[config.mk]
export PLATFORM = sky130hd
export DESIGN_NAME = sdram_cmd_tracker
export DESIGN_NICKNAME = d
export VERILOG_FILES = /design/src/rtl/sdram_trk_pkg.sv /design/src/rtl/sdram_cmd_decode.sv /design/src/rtl/sdram_cmd_rules.sv /design/src/rtl/sdram_bank_fsm.sv /design/src/rtl/sdram_cmd_tracker.sv
export SDC_FILE = /design/constraint.sdc
export NUM_CORES = 1
export LEC_CHECK = 0
export ABC_CLOCK_PERIOD_IN_PS = 5500
export BUFFER_PORTS_ARGS = -buffer_cell sky130_fd_sc_hd__buf_2
export CORE_MARGIN = 1.5
export CORE_UTILIZATION = 40
export CTS_CLUSTER_SIZE = 40
export DETAILED_ROUTE_END_ITERATION = 10
export GPL_TIMING_DRIVEN = 0
export PLACE_DENSITY = 0.58
export SLEW_MARGIN = 10
export SYNTH_ARGS = -nofsm -noshare
export SYNTH_HDL_FRONTEND = slang
export SYNTH_HIERARCHICAL = 1
export SYNTH_SLANG_ARGS = --single-unit
[constraint.sdc]
create_clock -name clk_i -period 5.5 [get_ports clk_i]
set_input_delay 0.275 -clock clk_i [delete_from_list [all_inputs] [get_ports clk_i]]
set_output_delay 0.275 -clock clk_i [all_outputs]
set_load 0.05 [all_outputs]
[src/rtl/sdram_trk_pkg.sv]
package sdram_trk_pkg;
  localparam int CMD_W = 4;
  localparam int ST_W  = 3;
  localparam int ERR_W = 3;

  typedef enum logic [CMD_W-1:0] {
    CMD_NOP, CMD_DESEL, CMD_MRS, CMD_AREF, CMD_SREF, CMD_PRE,
    CMD_ACT, CMD_WR, CMD_RD, CMD_BST, CMD_SUSP
  } cmd_e;

  typedef enum logic [ST_W-1:0] {
    BK_IDLE, BK_OPENING, BK_ACTIVE, BK_READ, BK_WRITE, BK_CLOSING
  } bank_st_e;

  typedef enum logic [ERR_W-1:0] {
    ERR_NONE, ERR_NOT_QUIET, ERR_BANK_SHUT, ERR_BANK_OPEN,
    ERR_AP_LOCK, ERR_RRD, ERR_BUSY, ERR_OPENING
  } err_e;

  function automatic int max2(int a, int b);
    return (a > b) ? a : b;
  endfunction
endpackage

[src/rtl/sdram_cmd_decode.sv]
module sdram_cmd_decode
  import sdram_trk_pkg::*;
(
  input  logic cke_prev_i,
  input  logic cke_i,
  input  logic cs_ni,
  input  logic ras_ni,
  input  logic cas_ni,
  input  logic we_ni,
  output cmd_e cmd_o
);
  always_comb begin
    if (!cke_prev_i)  cmd_o = CMD_SUSP;
    else if (cs_ni)   cmd_o = CMD_DESEL;
    else begin
      case ({ras_ni, cas_ni, we_ni})
        3'b000:  cmd_o = CMD_MRS;
        3'b001:  cmd_o = cke_i ? CMD_AREF : CMD_SREF;
        3'b010:  cmd_o = CMD_PRE;
        3'b011:  cmd_o = CMD_ACT;
        3'b100:  cmd_o = CMD_WR;
        3'b101:  cmd_o = CMD_RD;
        3'b110:  cmd_o = CMD_BST;
        default: cmd_o = CMD_NOP;
      endcase
    end
  end
endmodule

[src/rtl/sdram_cmd_rules.sv]
module sdram_cmd_rules
  import sdram_trk_pkg::*;
#(
  parameter int NUM_BANKS = 4,
  parameter int BA_W      = 2
) (
  input  cmd_e                 cmd_i,
  input  logic [BA_W-1:0]      ba_i,
  input  logic                 ap_i,
  input  bank_st_e             st_i [NUM_BANKS],
  input  logic [NUM_BANKS-1:0] ap_burst_i,
  input  logic                 busy_i,
  input  logic                 rrd_ok_i,
  output err_e                 err_o,
  output logic [NUM_BANKS-1:0] act_o,
  output logic [NUM_BANKS-1:0] rd_o,
  output logic [NUM_BANKS-1:0] wr_o,
  output logic [NUM_BANKS-1:0] pre_o,
  output logic [NUM_BANKS-1:0] term_o
);
  logic [NUM_BANKS-1:0] burst, live, sel;
  logic all_idle, any_open, any_ap;
  bank_st_e tgt;
  logic tgt_ap, tgt_live;

  always_comb begin
    all_idle = 1'b1;
    any_open = 1'b0;
    for (int i = 0; i < NUM_BANKS; i++) begin
      burst[i] = (st_i[i] == BK_READ) || (st_i[i] == BK_WRITE);
      live[i]  = burst[i] || (st_i[i] == BK_ACTIVE);
      sel[i]   = (ba_i == BA_W'(i));
      if (st_i[i] != BK_IDLE)    all_idle = 1'b0;
      if (st_i[i] == BK_OPENING) any_open = 1'b1;
    end
    any_ap   = |ap_burst_i;
    tgt      = st_i[ba_i];
    tgt_ap   = ap_burst_i[ba_i];
    tgt_live = live[ba_i];
  end

  // busy first, then auto-precharge lock, then per-bank state
  always_comb begin
    err_o = ERR_NONE;
    case (cmd_i)
      CMD_MRS, CMD_AREF, CMD_SREF: begin
        if (busy_i)         err_o = ERR_BUSY;
        else if (!all_idle) err_o = ERR_NOT_QUIET;
      end
      CMD_ACT: begin
        if (busy_i)               err_o = ERR_BUSY;
        else if (tgt != BK_IDLE)  err_o = ERR_BANK_OPEN;
        else if (!rrd_ok_i)       err_o = ERR_RRD;
      end
      CMD_RD, CMD_WR: begin
        if (busy_i)         err_o = ERR_BUSY;
        else if (tgt_ap)    err_o = ERR_AP_LOCK;
        else if (!tgt_live) err_o = ERR_BANK_SHUT;
      end
      CMD_PRE: begin
        if (busy_i)                       err_o = ERR_BUSY;
        else if (ap_i ? any_ap : tgt_ap)  err_o = ERR_AP_LOCK;
        else if (ap_i ? any_open : (tgt == BK_OPENING)) err_o = ERR_OPENING;
      end
      CMD_BST: if (any_ap) err_o = ERR_AP_LOCK;
      default: err_o = ERR_NONE;
    endcase
  end

  always_comb begin
    act_o  = '0;
    rd_o   = '0;
    wr_o   = '0;
    pre_o  = '0;
    term_o = '0;
    if (err_o == ERR_NONE) begin
      case (cmd_i)
        CMD_ACT: act_o = sel;
        CMD_RD:  begin rd_o = sel; term_o = burst & ~sel; end
        CMD_WR:  begin wr_o = sel; term_o = burst & ~sel; end
        CMD_PRE: pre_o = live & (ap_i ? '1 : sel);
        CMD_BST: term_o = burst;
        default: ;
      endcase
    end
  end
endmodule

[src/rtl/sdram_bank_fsm.sv]
module sdram_bank_fsm
  import sdram_trk_pkg::*;
#(
  parameter int T_RCD     = 3,
  parameter int T_RP      = 3,
  parameter int BURST_LEN = 4,
  parameter int CNT_W     = 4
) (
  input  logic     clk_i,
  input  logic     rst_ni,
  input  logic     act_i,
  input  logic     rd_i,
  input  logic     wr_i,
  input  logic     pre_i,
  input  logic     term_i,
  input  logic     ap_i,
  output bank_st_e st_o,
  output logic     ap_burst_o
);
  localparam logic [CNT_W-1:0] RCD_LD = CNT_W'(T_RCD - 1);
  localparam logic [CNT_W-1:0] RP_LD  = CNT_W'(T_RP - 1);
  localparam logic [CNT_W-1:0] BL_LD  = CNT_W'(BURST_LEN - 1);

  bank_st_e         st_q;
  logic [CNT_W-1:0] cnt_q;
  logic             ap_q;

  // timed states leave on the edge where cnt_q <= 1
  always_ff @(posedge clk_i or negedge rst_ni) begin
    if (!rst_ni) begin
      st_q  <= BK_IDLE;
      cnt_q <= '0;
      ap_q  <= 1'b0;
    end else if (act_i) begin
      st_q  <= BK_OPENING;
      cnt_q <= RCD_LD;
    end else if (rd_i || wr_i) begin
      st_q  <= rd_i ? BK_READ : BK_WRITE;
      cnt_q <= BL_LD;
      ap_q  <= ap_i;
    end else if (pre_i || (term_i && ap_q)) begin
      st_q  <= BK_CLOSING;
      cnt_q <= RP_LD;
      ap_q  <= 1'b0;
    end else if (term_i) begin
      st_q <= BK_ACTIVE;
    end else begin
      case (st_q)
        BK_OPENING:
          if (cnt_q <= 1) st_q <= BK_ACTIVE;
          else            cnt_q <= cnt_q - 1'b1;
        BK_READ, BK_WRITE:
          if (cnt_q > 1) cnt_q <= cnt_q - 1'b1;
          else if (ap_q) begin
            st_q  <= BK_CLOSING;
            cnt_q <= RP_LD;
            ap_q  <= 1'b0;
          end else st_q <= BK_ACTIVE;
        BK_CLOSING:
          if (cnt_q <= 1) st_q <= BK_IDLE;
          else            cnt_q <= cnt_q - 1'b1;
        default: ;
      endcase
    end
  end

  assign st_o       = st_q;
  assign ap_burst_o = ap_q;
endmodule

[src/rtl/sdram_cmd_tracker.sv]
module sdram_cmd_tracker
  import sdram_trk_pkg::*;
#(
  parameter int NUM_BANKS = 4,
  parameter int BA_W      = $clog2(NUM_BANKS),
  parameter int T_RCD     = 3,
  parameter int T_RP      = 3,
  parameter int T_RC      = 8,
  parameter int T_RRD     = 2,
  parameter int T_MRD     = 2,
  parameter int BURST_LEN = 4
) (
  input  logic                      clk_i,
  input  logic                      rst_ni,
  input  logic                      cke_i,
  input  logic                      cs_ni,
  input  logic                      ras_ni,
  input  logic                      cas_ni,
  input  logic                      we_ni,
  input  logic [BA_W-1:0]           ba_i,
  input  logic                      ap_i,
  output logic [CMD_W-1:0]          cmd_o,
  output logic                      illegal_o,
  output logic                      err_o,
  output logic [ERR_W-1:0]          err_code_o,
  output logic                      auto_pre_o,
  output logic                      pre_all_o,
  output logic                      busy_o,
  output logic [NUM_BANKS*ST_W-1:0] bank_state_o
);
  localparam int T_MAX = max2(max2(max2(T_RC, T_RCD), max2(T_RP, BURST_LEN)),
                              max2(T_RRD, T_MRD));
  localparam int CNT_W = $clog2(T_MAX + 1);

  logic             cke_q;
  cmd_e             cmd;
  err_e             err;
  logic             legal;
  logic [CNT_W-1:0] busy_cnt, rrd_cnt;
  bank_st_e         bank_st [NUM_BANKS];
  logic [NUM_BANKS-1:0] ap_burst, act, rd, wr, pre, term;

  cmd_e cmd_q;
  err_e code_q;
  logic ill_q, err_q, apf_q, paf_q;

  sdram_cmd_decode u_dec (
    .cke_prev_i(cke_q), .cke_i(cke_i), .cs_ni(cs_ni),
    .ras_ni(ras_ni), .cas_ni(cas_ni), .we_ni(we_ni), .cmd_o(cmd)
  );

  sdram_cmd_rules #(.NUM_BANKS(NUM_BANKS), .BA_W(BA_W)) u_rules (
    .cmd_i(cmd), .ba_i(ba_i), .ap_i(ap_i), .st_i(bank_st),
    .ap_burst_i(ap_burst), .busy_i(busy_cnt != '0), .rrd_ok_i(rrd_cnt == '0),
    .err_o(err), .act_o(act), .rd_o(rd), .wr_o(wr), .pre_o(pre), .term_o(term)
  );

  for (genvar g = 0; g < NUM_BANKS; g++) begin : g_bank
    sdram_bank_fsm #(
      .T_RCD(T_RCD), .T_RP(T_RP), .BURST_LEN(BURST_LEN), .CNT_W(CNT_W)
    ) u_bank (
      .clk_i(clk_i), .rst_ni(rst_ni), .act_i(act[g]), .rd_i(rd[g]),
      .wr_i(wr[g]), .pre_i(pre[g]), .term_i(term[g]), .ap_i(ap_i),
      .st_o(bank_st[g]), .ap_burst_o(ap_burst[g])
    );
    assign bank_state_o[g*ST_W +: ST_W] = bank_st[g];
  end

  assign legal = (err == ERR_NONE);

  always_ff @(posedge clk_i or negedge rst_ni) begin
    if (!rst_ni) begin
      cke_q    <= 1'b1;
      busy_cnt <= '0;
      rrd_cnt  <= '0;
      cmd_q    <= CMD_NOP;
      code_q   <= ERR_NONE;
      ill_q    <= 1'b0;
      err_q    <= 1'b0;
      apf_q    <= 1'b0;
      paf_q    <= 1'b0;
    end else begin
      cke_q <= cke_i;
      cmd_q <= cmd;
      ill_q <= !legal;
      if (!legal) begin
        err_q  <= 1'b1;
        code_q <= err;
      end
      apf_q <= legal && (cmd == CMD_RD || cmd == CMD_WR) && ap_i;
      paf_q <= legal && (cmd == CMD_PRE) && ap_i;

      if (legal && (cmd == CMD_AREF || cmd == CMD_SREF)) busy_cnt <= CNT_W'(T_RC - 1);
      else if (legal && cmd == CMD_MRS)                  busy_cnt <= CNT_W'(T_MRD - 1);
      else if (busy_cnt != '0)                           busy_cnt <= busy_cnt - 1'b1;

      if (legal && cmd == CMD_ACT) rrd_cnt <= CNT_W'(T_RRD - 1);
      else if (rrd_cnt != '0)      rrd_cnt <= rrd_cnt - 1'b1;
    end
  end

  assign cmd_o      = cmd_q;
  assign illegal_o  = ill_q;
  assign err_o      = err_q;
  assign err_code_o = code_q;
  assign auto_pre_o = apf_q;
  assign pre_all_o  = paf_q;
  assign busy_o     = (busy_cnt != '0);
endmodule

==> impl_metrics.json, run 1 <==
{
  "outcome": "complete, no violations",
  "cp_max_fo": 15,
  "dpl_cell_area_um2": 4610,
  "worstPathRequired_ns": 5.76,
  "synth.distinct_cells": 82,
  "avgSynthCellArea_um2": 8.63,
  "drtAntennaViolNets": 0,
  "cts.htree.levels": 2,
  "endpoint_kind": "flip-flop",
  "wl_met1_mm": 5.18,
  "crit_path_start_kind": "flip-flop",
  "cap_violations": 0,
  "synth_edf_count": 0,
  "async_reset_ff_share_pct": 100,
  "cts.sinks": 52,
  "switchingPower_mw": 1.13,
  "cts_inserted_buffers": 5,
  "synth_warnings": 6,
  "wirelength_mm": 10.3,
  "seqPwrFrac_pct": 34.2,
  "cts_buffer_depth": 2,
  "worst_slack_ns": 0.544,
  "die_h_um": 106,
  "core_um2": 10400,
  "cts_tree": "built",
  "swShare_pct": 49.8,
  "route.met3.wl_um": 391,
  "reg2reg_slack_ns": 0.54,
  "rsz0062_at_grt": "no",
  "worstReg2RegEnd": "g_bank[1].u_bank/st_o[1]",
  "fin_skew_ns": 0.00488,
  "grt_pass1_vias": 3565,
  "drive_gt1_share_pct": 14.8,
  "synth_cells": 496,
  "ys_ff_latch": 52,
  "gp_congestion": 0.867,
  "r2r_cells": 12,
  "slew_headroom_pct": 25.2,
  "tightest_slew_ns": 1.11,
  "min_period_ns": 4.96,
  "synth_area_um2": 4280,
  "overflow": 0,
  "die_area_um2": 11300,
  "synth_ff_type": "dfrtp_1",
  "grt_first_pass_wirelength_mm": 17.4,
  "tns_ns": 0,
  "antenna_cells": 0,
  "cts-root-buf": "clkbuf_8",
  "core.rowCount": 37,
  "worstReg2RegStart": "cke_q",
  "pre_cts_ws_ns": 0.710,
  "syn-num-nets": 518,
  "grt_max_degree": 53,
  "synth_area_leader_cell": "dfrtp_1",
  "fmaxAchievable_ghz": 0.202,
  "fin_area_um2": 4700,
  "ioPinCount": 34,
  "synthToLayoutAreaGrowth_pct": 9.79,
  "wl_met2_mm": 4.57,
  "cts_resized": 0,
  "internal_power_mw": 1.14,
  "final_nets": 556,
  "slew_viol_final": 0,
  "p_per_area_nw_per_um2": 481,
  "finalHoldViolCount": 0,
  "synth_top_cell_area_share_pct": 29.8,
  "clk_pin_slew_worst_paths_ns": 0.10,
  "vias_per_cell": 5.85,
  "grt_usage_pct": 18.5,
  "seq_area_frac_synth_pct": 30.4,
  "setup_viol": 0,
  "antenna_found_initial": 0,
  "drt-initial-drc-count": 231,
  "ir_drop_uv": 243,
  "die_x_um": 106,
  "io_buffers": 31,
  "dpl.hpwl_mm": 7.34,
  "hold_class": "input port to asynchronous set/reset pin",
  "timing.final.crit_share_pct": 90.1,
  "routed.top_layer": "met4",
  "ctsHoldBuffers": 0,
  "cts_setup_buffers": 0,
  "cp_data_arrival_time_ns": 5.22,
  "netlist_top_cells_area": "dfrtp_1 30%, nor2_1 4.7%, ha_1 3.5%",
  "p_comb_share_pct": 55.5,
  "critPathKind": "flip-flop to flip-flop",
  "wl_per_cell_um": 15.3,
  "drcViolationCount": 0,
  "vias": 3925,
  "p_leak_nw": 1.92,
  "drtPass1Iterations": 5,
  "initial_core_util_pct": 41.3,
  "clock_latency_ns": 0.31,
  "power_frac_clock_pct": 10.3
}
-- cells in the mapped netlist (3+ instances only) --
cell type	n
o211ai_1	5
inv_1	24
o22ai_1	6
nand2b_4	3
o21ai_0	28
nand4_1	5
nand2b_1	11
xnor2_1	4
nor3b_1	11
o2111ai_1	3
or4b_1	3
nand2_1	20
a211o_1	7
nor2_1	54
a31oi_2	3
a2111oi_0	4
and2_1	4
o21a_1	7
nor4_1	9
or3b_1	4
o21ai_1	6
a31oi_1	7
a21o_1	6
buf_2	3
or2_2	4
nor4bb_1	4
mux2i_1	8
or4_4	3
dfrtp_1	51
ha_1	12
a311o_1	3
o221ai_1	3
o31ai_1	11
or3_1	3
a22oi_1	4
nor4_2	4
mux2_1	4
a21oi_1	26
nor3_1	25
a211oi_1	3
and3b_1	14
nor2b_1	22
nand3_1	5
clkbuf_1	4
-- sequential cells by signal, summed over array words and instances, names as in the netlist --
| signal | flops |
|---|---|
| illegal_o | 1 |
| pre_all_o | 1 |
| rrd_cnt | 4 |
| cmd_o | 4 |
| busy_cnt | 4 |
| g_bank.u_bank/cnt_q | 16 |
| err_code_o | 3 |
| g_bank.u_bank/st_o | 12 |
| err_o | 1 |
| cke_q | 1 |
| auto_pre_o | 1 |
| g_bank.u_bank/ap_burst_o | 4 |
-- kinds of logic after synthesis --
logic type	count (synthesis)	synth area share (%)
AO/OA/AOI/OAI	147	24.2
XOR/XNOR	5	1.02
multiplexers	15	3.97
flip-flops	52	30.4
AND/OR/NAND/NOR	230	33.4
buffers and inverters	35	3.51
adder cells (fa/ha/maj)	12	3.51
-- worst max-delay path by stage --
stage               slack (ns)  startpoint                  endpoint  cells past startpoint
CTS                       0.69       cke_q  g_bank[1].u_bank/st_o[1]                     11
global route              0.42       cke_q  g_bank[2].u_bank/st_o[1]                     12
floorplan                 1.59       cke_q  g_bank[1].u_bank/st_o[1]                     10
finish                    0.54       cke_q  g_bank[1].u_bank/st_o[1]                     12
detailed placement        0.71       we_ni  g_bank[1].u_bank/st_o[1]                     13
global placement          0.72       we_ni  g_bank[1].u_bank/st_o[1]                     14
-- layout by cell type (no fill, tap or decap), drive strengths merged, types with 7 or more instances in the layout --
cell type and n:
nor2 55, dfrtp 51, buf 37, o21ai 34
a21oi 26, nor3 26, inv 26, nor2b 22
nand2 20, and3b 14, nand2b 14, nor4 13
ha 12, nor3b 12, o31ai 12, a31oi 10
clkbuf 9, mux2i 8, o21a 7, a211o 7
-- routing by layer --
metal	vias to the layer above	GRT usage [%]
met3	14	1.96
met2	90	28.8
met1	1864	27.3
met5	-	0
met4	0	4.67
li1	1957	-
-- power by group through the flow --
stage               Combinational, mW  Clock (mW)  Sequential (mW)
finish                           1.25       0.233            0.774
global route                     1.40       0.258            0.812
CTS                              1.25       0.244            0.771
detailed placement               1.25           0            0.775
global placement                 1.22           0            0.771
floorplan                       0.846           0            0.890
-- cell type report --
type | count | area [µm²]
multi-input combinational | 409 | 2830
timing repair buffer | 31 | 158
buffer | 10 | 56.3
clock inverter | 3 | 22.5
clock buffer | 5 | 68.8
fill | 1050 | 5670
sequential | 52 | 1300
tap | 136 | 170
inverter | 25 | 93.8
-- worst max-delay path: stages (launching register included) --
cell	delay, ns
dfstp_2	0.58
nand2b_1	0.07
a21oi_1	0.72
nand4bb_1	0.51
nor2_1	0.32
a21oi_1	0.08
a311oi_2	0.82
nor4_1	0.32
or4_4	0.63
nand2b_4	0.17
a311o_1	0.40
o21ai_0	0.12
o21a_1	0.14
-- through the flow --
| stage | cells | utilization (%) | power (mW) | hold WS (ns) |
|---|---|---|---|---|
| after floorplan | 496 | - | 1.74 | -0.0206 |
| after global placement | 663 | 44.4 | 2.00 | 0.409 |
| after detailed placement | 663 | 44.4 | 2.03 | 0.416 |
| after CTS | 671 | 45.3 | 2.27 | 0.0747 |
| after global routing | 671 | 45.3 | 2.47 | 0.0521 |
| final | 671 | 45.3 | 2.26 | 0.00207 |
Power figures use the tool's default switching activity.
==> run 2, diff against run 1 <==
- CORE_ASPECT_RATIO: default -> 0.6
==> impl_metrics.json, run 2 (same netlist as run 1, synthesis figures left out) <==
{
  "final_nets": 556,
  "p_leak_nw": 1.96,
  "ir_drop_uv": 295,
  "cts_inserted_buffers": 5,
  "largest_reg_flops": 16,
  "fin_area_um2": 4780,
  "cts_setup_buffers": 0,
  "tightest_slew_ns": 1.10,
  "dpl.hpwl_mm": 7.93,
  "grt_first_pass_wirelength_mm": 17.8,
  "min_period_ns": 5.15,
  "worst_slack_ns": 0.350,
  "outcome": "complete, no violations",
  "worstPathRequired_ns": 5.74,
  "die_area_um2": 11400,
  "tns_ns": 0,
  "dpl_cell_area_um2": 4610,
  "drcViolationCount": 0,
  "antenna_cells": 0,
  "pre_cts_ws_ns": 0.479,
  "crit_path_start_kind": "flip-flop",
  "hold_class": "input port to asynchronous set/reset pin",
  "ctsHoldBuffers": 0,
  "cap_violations": 0,
  "rsz0062_at_grt": "no",
  "grt_max_degree": 53,
  "cp_max_fo": 15,
  "cts_buffer_depth": 2,
  "ioPinCount": 34,
  "endpoint_kind": "flip-flop",
  "overflow": 0,
  "cts-root-buf": "clkbuf_16",
  "vias_per_cell": 5.89,
  "vias": 3967,
  "swShare_pct": 47.4,
  "final_common_cell": "nor2_1",
  "seqPwrFrac_pct": 32.2,
  "timing.final.crit_share_pct": 93.6,
  "drtAntennaViolNets": 0,
  "cts_resized": 0,
  "clk_pin_slew_worst_paths_ns": 0.07,
  "core_um2": 10500,
  "internal_power_mw": 1.26,
  "die_h_um": 83.2,
  "cts.htree.levels": 2,
  "power_frac_clock_pct": 14.9,
  "slew_headroom_pct": 26.9,
  "wirelength_mm": 10.8,
  "switchingPower_mw": 1.13,
  "antenna_found_initial": 0,
  "cp_data_arrival_time_ns": 5.39,
  "fin_cells": 674,
  "critPathKind": "flip-flop to flip-flop",
  "cts_tree": "built",
  "cts.sinks": 52,
  "initial_core_util_pct": 40.8,
  "grt_pass1_vias": 3525,
  "drive_gt1_share_pct": 14.6,
  "gp_congestion": 0.888,
  "die_x_um": 137,
  "whs_ns": 0.0322,
  "wl_per_cell_um": 16.1,
  "final_cell_mix": "54 x nor2_1, 51 x dfrtp_1, 33 x buf_2, 28 x o21ai_0, 26 x a21oi_1",
  "regMostFlops": "g_bank.u_bank/cnt_q",
  "setup_viol": 0,
  "clock_latency_ns": 0.29,
  "p_comb_share_pct": 52.9,
  "io_buffers": 31,
  "place_inst": 666,
  "finalHoldViolCount": 0,
  "fin_skew_ns": 0.00635,
  "p_per_area_nw_per_um2": 501,
  "synthToLayoutAreaGrowth_pct": 11.6,
  "drtPass1Iterations": 5,
  "fillCellCount": 1032,
  "slew_viol_final": 0,
  "grt_usage_pct": 19.5,
  "core.rowCount": 29,
  "drt-initial-drc-count": 269,
  "fmaxAchievable_ghz": 0.194
}
[run 2: stage by stage]
stage	util (%)	power, mW
2_1_floorplan	-	1.74
3_3_place_gp	44.0	2.00
3_5_place_dp	44.0	2.03
4_1_cts	45.5	2.40
5_1_grt	45.6	2.59
6_report	45.6	2.39
[run 2: final timing paths]
check	to	slack, ns	cells past startpoint	start
hold / removal	g_bank[1].u_bank/cnt_q[3]	0.03	1	rst_ni
max in group asynchronous	err_code_o[1]	4.99	1	rst_ni
setup reg to reg	g_bank[2].u_bank/st_o[1]	0.35	12	cke_q
min in group clk_i	cke_q	0.12	1	cke_i
setup / recovery	g_bank[2].u_bank/st_o[1]	0.35	12	cke_q
hold reg to reg	err_o	0.46	1	err_o
[run 2: layout make-up]
type | instances | area, µm² | share of cell area [%]
Multi-Input combinational cell | 409 | 2830 | 59.2
Inverter | 25 | 93.8 | 1.96
Clock buffer | 6 | 129 | 2.70
Buffer | 10 | 56.3 | 1.18
Clock inverter | 2 | 35.0 | 0.733
Tap cell | 139 | 174 | 3.64
Sequential cell | 52 | 1300 | 27.3
Timing Repair Buffer | 31 | 158 | 3.30
[run 2: worst max-delay path, cell delays in order (launching register included)]
cell and delay, ns:
dfstp_2 0.57, nand2b_1 0.07, a21oi_1 0.84, nand4bb_1 0.54
nor2_1 0.33, a21oi_1 0.08, a311oi_2 0.87, nor4_1 0.31
or4_4 0.63, nand2b_4 0.18, a311o_1 0.40, o21ai_0 0.12
o21a_1 0.14
[run 2: routing by layer]
| metal | global-route usage, % | part of all wire [%] | vias up |
|---|---|---|---|
| met3 | 3.11 | 6.1 | 6 |
| met2 | 26.3 | 40 | 104 |
| li1 | - | - | 1960 |
| met5 | 0 | 0 | - |
| met4 | 3.29 | 0.41 | 0 |
| met1 | 32.1 | 53 | 1897 |
[run 2: power by group through the flow]
| stage | logic [mW] | clock network [mW] | registers [mW] |
|---|---|---|---|
| global placement | 1.23 | 0 | 0.772 |
| floorplan | 0.846 | 0 | 0.890 |
| global route | 1.40 | 0.386 | 0.809 |
| finish | 1.27 | 0.356 | 0.771 |
| CTS | 1.26 | 0.368 | 0.770 |
| detailed placement | 1.26 | 0 | 0.776 |
==> run 3, diff against run 2 <==
- CTS_BUF_LIST: default -> sky130_fd_sc_hd__clkbuf_8
==> impl_metrics.json, run 3 (same netlist as run 1, synthesis figures left out) <==
{
  "outcome": "complete, no violations",
  "worstReg2RegStart": "cke_q",
  "ctsHoldBuffers": 0,
  "setup_viol": 0,
  "drtAntennaViolNets": 0,
  "power_mw": 2.31,
  "clock_latency_ns": 0.31,
  "wirelength_mm": 10.8,
  "die_h_um": 83.2,
  "p_per_area_nw_per_um2": 488,
  "regMostFlops": "g_bank.u_bank/cnt_q",
  "wl_met1_mm": 5.77,
  "largest_reg_flops": 16,
  "crit_path_start_kind": "flip-flop",
  "routed.top_layer": "met4",
  "initial_core_util_pct": 40.8,
  "vias": 3983,
  "critical_path.endpoint": "g_bank[2].u_bank/st_o[1]",
  "p_leak_nw": 1.93,
  "grt_first_pass_wirelength_mm": 17.8,
  "final_cell_mix": "54 x nor2_1, 51 x dfrtp_1, 33 x buf_2, 28 x o21ai_0, 26 x a21oi_1",
  "drive_gt1_share_pct": 14.6,
  "dpl.hpwl_mm": 7.93,
  "min_period_ns": 5.18,
  "antenna_cells": 0,
  "synthToLayoutAreaGrowth_pct": 10.3,
  "wl_per_cell_um": 16.0,
  "worstPathRequired_ns": 5.76,
  "cp_max_fo": 15,
  "grt_max_degree": 53,
  "endpoint_kind": "flip-flop",
  "rsz0062_at_grt": "no",
  "worstReg2RegEnd": "g_bank[2].u_bank/st_o[1]",
  "drcViolationCount": 0,
  "die_area_um2": 11400,
  "cts_inserted_buffers": 5,
  "r2r_cells": 12,
  "grt_pass1_vias": 3529,
  "reg2reg_slack_ns": 0.32,
  "final_nets": 556,
  "finalHoldViolCount": 0,
  "fmaxAchievable_ghz": 0.193,
  "post-route-util_pct": 45.0,
  "vias_per_cell": 5.91,
  "overflow": 0,
  "final_common_cell": "nor2_1",
  "cts_tree": "built",
  "cts_setup_buffers": 0,
  "worst_slack_ns": 0.323,
  "ir_drop_uv": 259,
  "cts_buffer_depth": 2,
  "grt_usage_pct": 19.4,
  "slew_headroom_pct": 26.0,
  "slew_viol_final": 0,
  "cts.htree.levels": 2,
  "drtPass1Iterations": 6,
  "io_buffers": 31,
  "cts.sinks": 52,
  "antenna_found_initial": 0,
  "tightest_slew_ns": 1.11,
  "whs_ns": 0.00146,
  "critPathKind": "flip-flop to flip-flop",
  "gp_congestion": 0.888,
  "drt-initial-drc-count": 240,
  "die_x_um": 137,
  "timing.final.crit_share_pct": 94.1,
  "cp_data_arrival_time_ns": 5.44,
  "fin_skew_ns": 0.00698,
  "pre_cts_ws_ns": 0.479,
  "route.met3.wl_um": 627,
  "hold_class": "input port to asynchronous set/reset pin",
  "cts-root-buf": "clkbuf_8",
  "core_um2": 10500,
  "ioPinCount": 34,
  "critPathLaunch": "cke_q",
  "clk_pin_slew_worst_paths_ns": 0.10,
  "tns_ns": 0,
  "core.rowCount": 29,
  "cts_resized": 0,
  "wl_met2_mm": 4.33,
  "cap_violations": 0
}
-- run 3: cell count changes in the layout (fill, tap and decap cells not counted), sizes merged --
cell / delta
clkbuf: -1
inv: +1
-- run 3: layer usage --
layer,GRT usage (%),vias up
met1,31.9,1903
li1,-,1957
met5,0,-
met4,3.38,0
met2,26.4,114
met3,3.11,9
-- run 3: final cells by class --
type	instances	area [µm²]
Sequential cell	52	1300
Clock inverter	3	38.8
Clock buffer	5	68.8
Buffer	10	56.3
Fill cell	1038	5760
Timing Repair Buffer	31	158
Tap cell	139	174
Inverter	25	93.8
Multi-Input combinational cell	409	2830
-- run 3: critical path: stages, from the launching register on --
cell	delay (ns)
dfstp_2	0.58
nand2b_1	0.07
a21oi_1	0.85
nand4bb_1	0.55
nor2_1	0.33
a21oi_1	0.09
a311oi_2	0.87
nor4_1	0.31
or4_4	0.63
nand2b_4	0.18
a311o_1	0.40
o21ai_0	0.12
o21a_1	0.14
-- run 3: worst min path at each step --
stage | start | to | slack (ns) | cells past startpoint
after global placement | cke_i | cke_q | 0.42 | 1
after CTS | cke_i | cke_q | 0.07 | 1
after global routing | rst_ni | g_bank[1].u_bank/cnt_q[3] | 0.05 | 1
after floorplan | rst_ni | auto_pre_o | -0.02 | 0
after detailed placement | cke_i | cke_q | 0.42 | 1
final | rst_ni | g_bank[1].u_bank/cnt_q[2] | 0.001 | 1
-- run 3: power breakdown --
group | internal [mW] | leakage [nW] | total [mW] | switching [mW]
logic | 0.509 | 1.27 | 1.27 | 0.757
registers | 0.535 | 0.609 | 0.772 | 0.237
clock network | 0.134 | 0.0593 | 0.267 | 0.134
total | 1.18 | 1.93 | 2.31 | 1.13
-- run 3: through the flow --
step           cell area [µm²]  instances
6_report                  4720        674
5_1_grt                   4720        674
4_1_cts                   4720        674
3_5_place_dp              4610        666
3_3_place_gp              4610        666
2_1_floorplan             4280        496
